<file path="config.mk">
export PLATFORM = sky130hd
export DESIGN_NAME = canctl_ctrl_reg
export DESIGN_NICKNAME = d
export VERILOG_FILES = /design/src/rtl/canctl_pkg.sv /design/src/rtl/canctl_byte_wr.sv /design/src/rtl/canctl_store.sv /design/src/rtl/canctl_cmd.sv /design/src/rtl/canctl_ctrl_reg.sv
export SDC_FILE = /design/constraint.sdc
export NUM_CORES = 1
export LEC_CHECK = 0
export CAP_MARGIN = 40
export CORE_MARGIN = 10
export CORE_UTILIZATION = 35
export DETAILED_ROUTE_END_ITERATION = 6
export DONT_BUFFER_PORTS = 1
export GPL_TIMING_DRIVEN = 0
export HOLD_SLACK_MARGIN = 0.08
export PLACE_DENSITY = 0.6
export SKIP_LAST_GASP = 1
export SLEW_MARGIN = 20
export SYNTH_ARGS = -nofsm -noshare
export SYNTH_HDL_FRONTEND = slang
export SYNTH_SLANG_ARGS = --single-unit
</file>
<file path="constraint.sdc">
create_clock -name clk -period 1.15 [get_ports clk]
set_input_delay 0.115 -clock clk [delete_from_list [all_inputs] [get_ports clk]]
set_output_delay 0.115 -clock clk [all_outputs]
set_load 0.1 [all_outputs]
</file>
<file path="src/rtl/canctl_pkg.sv">
package canctl_pkg;
   localparam int unsigned REG_W  = 16;
   localparam int unsigned BYTE_W = 8;

   // field positions
   localparam int unsigned POS_RST_REQ  = 0;
   localparam int unsigned POS_LOOP     = 1;
   localparam int unsigned POS_ORDER    = 2;
   localparam int unsigned POS_BASIC    = 3;
   localparam int unsigned POS_BERR_EN  = 4;
   localparam int unsigned POS_SLEEP    = 5;
   localparam int unsigned POS_PIN      = 6;
   localparam int unsigned POS_PSC_LSB  = 8;
   localparam int unsigned PSC_W        = 2;
   localparam int unsigned POS_TS_CMD   = 10;
   localparam int unsigned POS_EC_CMD   = 11;
   localparam int unsigned POS_LISTEN   = 13;

   // bits held in flops
   localparam logic [REG_W-1:0] STORE_MASK = 16'h237F;
   // stored bits that need reset/initialisation mode to change
   localparam logic [REG_W-1:0] LOCK_MASK  = 16'h233E;
   // self-clearing command bits
   localparam logic [REG_W-1:0] CMD_MASK   = 16'h0C00;
   localparam logic [REG_W-1:0] RESET_VAL  = 16'h0001;

   typedef struct packed {
      logic             rst_req;
      logic             loopback;
      logic             byte_order;
      logic             basic;
      logic             berr_en;
      logic             sleep;
      logic             pin;
      logic [PSC_W-1:0] psc;
      logic             listen;
   } ctl_fields_t;
endpackage

</file>
<file path="src/rtl/canctl_byte_wr.sv">
module canctl_byte_wr #(
   parameter int unsigned DATA_W = 16,
   parameter int unsigned BYTE_W = 8,
   localparam int unsigned NBYTES = DATA_W / BYTE_W
) (
   input  logic              wr_en,
   input  logic [NBYTES-1:0] be,
   output logic [DATA_W-1:0] bit_we
);
   for (genvar b = 0; b < NBYTES; b++) begin : g_lane
      assign bit_we[b*BYTE_W +: BYTE_W] = {BYTE_W{wr_en & be[b]}};
   end
endmodule

</file>
<file path="src/rtl/canctl_store.sv">
module canctl_store #(
   parameter int unsigned        DATA_W     = 16,
   parameter logic [DATA_W-1:0]  STORE_MASK = '0,
   parameter logic [DATA_W-1:0]  LOCK_MASK  = '0,
   parameter logic [DATA_W-1:0]  RESET_VAL  = '0
) (
   input  logic              clk,
   input  logic              rst_n,
   input  logic [DATA_W-1:0] bit_we,
   input  logic [DATA_W-1:0] wdata,
   input  logic              unlocked,
   output logic [DATA_W-1:0] q
);
   for (genvar i = 0; i < DATA_W; i++) begin : g_bit
      if (STORE_MASK[i]) begin : g_ff
         logic allow;
         logic r;
         if (LOCK_MASK[i]) begin : g_lock
            assign allow = unlocked;
         end else begin : g_free
            assign allow = 1'b1;
         end
         always_ff @(posedge clk or negedge rst_n) begin
            if (!rst_n) begin
               r <= RESET_VAL[i];
            end else if (bit_we[i] && allow) begin
               r <= wdata[i];
            end
         end
         assign q[i] = r;
      end else begin : g_zero
         logic unused_in;
         assign unused_in = bit_we[i] ^ wdata[i];
         assign q[i] = 1'b0;
      end
   end
endmodule

</file>
<file path="src/rtl/canctl_cmd.sv">
module canctl_cmd #(
   parameter int unsigned N_CMD = 2
) (
   input  logic             clk,
   input  logic             rst_n,
   input  logic [N_CMD-1:0] cmd_we,
   input  logic [N_CMD-1:0] cmd_val,
   output logic [N_CMD-1:0] strobe
);
   for (genvar k = 0; k < N_CMD; k++) begin : g_cmd
      logic s;
      always_ff @(posedge clk or negedge rst_n) begin
         if (!rst_n) begin
            s <= 1'b0;
         end else begin
            s <= cmd_we[k] & cmd_val[k];
         end
      end
      assign strobe[k] = s;
   end
endmodule

</file>
<file path="src/rtl/canctl_ctrl_reg.sv">
module canctl_ctrl_reg
   import canctl_pkg::*;
#(
   parameter int unsigned DATA_W = REG_W,
   parameter int unsigned LANE_W = BYTE_W,
   localparam int unsigned NBYTES = DATA_W / LANE_W
) (
   input  logic              clk,
   input  logic              rst_n,
   input  logic              wr_en,
   input  logic [1:0]        be,
   input  logic [15:0]       wdata,
   input  logic              reset_mode_sts,
   output logic [15:0]       rd_data,
   output logic              reset_req,
   output logic              loopback,
   output logic              msg_byte_order,
   output logic              basic_mode,
   output logic              buserr_irq_en,
   output logic              sleep_en,
   output logic              pin_en,
   output logic [1:0]        ts_prescale,
   output logic              listen_only,
   output logic              tx_inhibit,
   output logic              ts_clear_pulse,
   output logic              ec_clear_pulse
);
   if (DATA_W != 16) begin : g_bad_w
      $error("canctl_ctrl_reg: DATA_W must be 16");
   end
   if (NBYTES * LANE_W != DATA_W || NBYTES != 2) begin : g_bad_lane
      $error("canctl_ctrl_reg: lane width must split the register into two bytes");
   end
   if ((STORE_MASK & CMD_MASK) != '0 || (LOCK_MASK & ~STORE_MASK) != '0) begin : g_bad_mask
      $error("canctl_ctrl_reg: inconsistent field masks");
   end

   logic [DATA_W-1:0] bit_we;
   logic [DATA_W-1:0] stored;
   logic [1:0]        cmd_strb;
   ctl_fields_t       f;

   canctl_byte_wr #(.DATA_W(DATA_W), .BYTE_W(LANE_W)) u_bwr (
      .wr_en (wr_en),
      .be    (be),
      .bit_we(bit_we)
   );

   canctl_store #(
      .DATA_W    (DATA_W),
      .STORE_MASK(STORE_MASK),
      .LOCK_MASK (LOCK_MASK),
      .RESET_VAL (RESET_VAL)
   ) u_store (
      .clk     (clk),
      .rst_n   (rst_n),
      .bit_we  (bit_we),
      .wdata   (wdata),
      .unlocked(reset_mode_sts),
      .q       (stored)
   );

   canctl_cmd #(.N_CMD(2)) u_cmd (
      .clk    (clk),
      .rst_n  (rst_n),
      .cmd_we ({bit_we[POS_EC_CMD], bit_we[POS_TS_CMD]}),
      .cmd_val({wdata[POS_EC_CMD], wdata[POS_TS_CMD]}),
      .strobe (cmd_strb)
   );

   always_comb begin
      f.rst_req    = stored[POS_RST_REQ];
      f.loopback   = stored[POS_LOOP];
      f.byte_order = stored[POS_ORDER];
      f.basic      = stored[POS_BASIC];
      f.berr_en    = stored[POS_BERR_EN];
      f.sleep      = stored[POS_SLEEP];
      f.pin        = stored[POS_PIN];
      f.psc        = stored[POS_PSC_LSB +: PSC_W];
      f.listen     = stored[POS_LISTEN];
   end

   assign rd_data        = stored;
   assign reset_req      = f.rst_req;
   assign loopback       = f.loopback;
   assign msg_byte_order = f.byte_order;
   assign basic_mode     = f.basic;
   assign buserr_irq_en  = f.berr_en;
   assign sleep_en       = f.sleep;
   assign pin_en         = f.pin;
   assign ts_prescale    = f.psc;
   assign listen_only    = f.listen;
   assign tx_inhibit     = f.listen;
   assign ts_clear_pulse = cmd_strb[0];
   assign ec_clear_pulse = cmd_strb[1];
endmodule

</file>
==> results.yml <==
layout:
  multi_input_comb_area_um2: 181
  insertedDiodeCount: 0
  final_area_um2: 987
  nFillCells: 118
  drive_above_1_share: 0.653
  nNetsFinal: 95
  most-common-layout-cells: "dlygate4sd3_1 (16), mux2_2 (10), buf_4 (10)"
  regArea_um2: 334
  final_common_cell: "dlygate4sd3_1"
  area_growth_pct: 62.7
logic_synthesis:
  syn_avg_cell_area_um2: 12.9
  synth_top_cell_by_area: "dfrtp_1"
  yosys-top-cells-area: "dfrtp_1 (45%), buf_4 (24%), mux2_2 (19%)"
  yosysWarnings: 0
  ys_seq_area_frac: 0.497
  ys_seq_elements: 12
  synthesis.area_um2: 607
  synth.distinct_cells: 9
  yosysTopAreaCellShare: 0.454
  synthCells: 47
power:
  p_leak_uw: 0.000438
  power_uw: 2500
  p_per_area_mw_per_mm2: 2530
  ir_drop_mv: 1.60
detailed_routing:
  wl_mm: 1.58
  drc: 0
  ant_nets: 0
  dr.pass1.iters: 2
  first_iter_violations: 5
  avgRoutedWirePerCell_um: 18.0
  viasPerCell: 4.65
  vias: 409
sta:
  rsz0062_at_grt: "yes"
  hold_viol: 0
  fin_worst_skew_ns: 0
  period_needed_ns: 1.42
  post-route-period-util: 1.24
  whs_ns: 0.0915
  setup_viol_count_final: 10
  fin_ws_ns: -0.271
  tightest_slew_ns: 0.549
  fmax_mhz: 704
  drv_slew: 0
  relSlewSlack: 0.633
die:
  die_h_um: 61.6
  dieArea_mm2: 0.00380
  initial_core_util: 0.385
  die_w_um: 61.6
  boundaryPins: 51
  std_cell_rows: 14
  coreArea_mm2: 0.00158
global_route:
  grt_pass1_vias: 428
  grt.busiest_layer: "met2"
  grtUsageMet3: 0.0720
  grt_max_degree: 13
  grtUsageMet1: 0.0812
  grt_first_pass_wirelength_mm: 2.30
  use_met2: 0.139
  grt_usage: 0.0853
  overflow: 0
  antenna_found_initial: 0
setup_path:
  crit_buf_inv: 1
  critPathLaunchType: "register"
  criticalPathCategory: "reg -> out"
  crit_arrival_ns: 1.31
  endpoint_kind: "output pin"
  crit_chain: "buf_12"
  critical_path_peak_fanout: 3
  cpMaxStageDelayCell: "dfstp_4"
  cpLargestDelayFamily: "flip-flops"
  max_stage_delay_ns: 0.81
  crit_required_ns: 1.03
clocking:
  cts_sinks: 12
  cts_buffers: 3
  clk_latency_ns: 0.27
  cts.htree.levels: 1
  cts.clk_slew.worst_paths_ns: 0.07
  post-cts-setup-buffers: 0
  clock_path_buffers: 2
  cts_tree: "done"
  cts_root_buf: "clkbuf_4"
job:
  maxCapViolations: 0
placement:
  dpl-instance-area_um2: 683
  pre_cts_ws_ns: -0.000487
  io_buffers: 0
  place_congestion: 0.612
hold_path:
  hp-class: "in -> reg"
run_status:
  violations: "setup timing"
  status: "finished, violations left"
logic make-up (layout without fill, tap and decap cells):
kind of cell	count (synthesis)	count (layout)	synth area share
other cells	1	6	0.00618
flops	12	12	0.497
mux	10	10	0.186
buf+inv	19	39	0.235
simple gates	5	5	0.0763
registers in the layout, summed over array words and instances, names as in the netlist:
| signal | cells |
|---|---|
| u_store.g_bit.g_ff.r | 10 |
| u_cmd.g_cmd.s | 2 |
metal layers:
metal  vias to the layer above  routed length, um
met1                       192                526
li1                        181                  -
met2                        34                783
met4                         0                 10
met3                         2                260
met5                         -                  0
power by group:
part	total [uW]	internal, uW	switching (uW)
combinational	1150	352	797
sequential	1020	525	494
clock	332	193	139
final timing paths:
check	startpoint	endpoint	slack [ns]	depth (start not counted)
max in group asynchronous	rst_n	u_store.g_bit[5].g_ff.r$_DFFE_PN0P_	0.48	1
max reg2reg	u_store.g_bit[0].g_ff.r$_DFFE_PN1P_	u_store.g_bit[0].g_ff.r$_DFFE_PN1P_	0.06	1
min	reset_mode_sts	u_store.g_bit[8].g_ff.r$_DFFE_PN0P_	0.09	2
max	u_store.g_bit[0].g_ff.r$_DFFE_PN1P_	rd_data[0]	-0.27	1
min reg2reg	u_store.g_bit[8].g_ff.r$_DFFE_PN0P_	u_store.g_bit[8].g_ff.r$_DFFE_PN0P_	0.54	1
min in group asynchronous	rst_n	u_store.g_bit[4].g_ff.r$_DFFE_PN0P_	0.26	1
area by class of cell:
| cell class | count | share of cell area |
|---|---|---|
| clock buffers | 4 | 0.0368 |
| flip-flops and latches | 12 | 0.338 |
| plain buffers | 19 | 0.259 |
| well taps | 16 | 0.0203 |
| multi-input cells | 21 | 0.184 |
| repair buffers | 16 | 0.162 |
synth_stat cells:
| library cell | count |
|---|---|
| nand2_1 | 1 |
| conb_1 | 1 |
| mux2_2 | 10 |
| and3_2 | 2 |
| dfrtp_1 | 11 |
| buf_4 | 19 |
| nand3_4 | 1 |
| nand3_2 | 1 |
| dfstp_2 | 1 |
timing repair:
item	CTS	global route
hold endpoints to repair	24	1
pin swaps	0	0
hold buffers	15	1
resized for setup	27	0
endpoints found under the setup margin	12	10
stage by stage:
stage                     utilization  instances    TNS, ns
after floorplan                     -         52          0
after global placement          0.433         68          0
after detailed placement        0.433         68  -0.000487
after CTS                       0.620         87      -1.27
after global routing            0.626         88      -1.50
final                           0.626         88      -1.19
(Power assumes the default switching activity.)
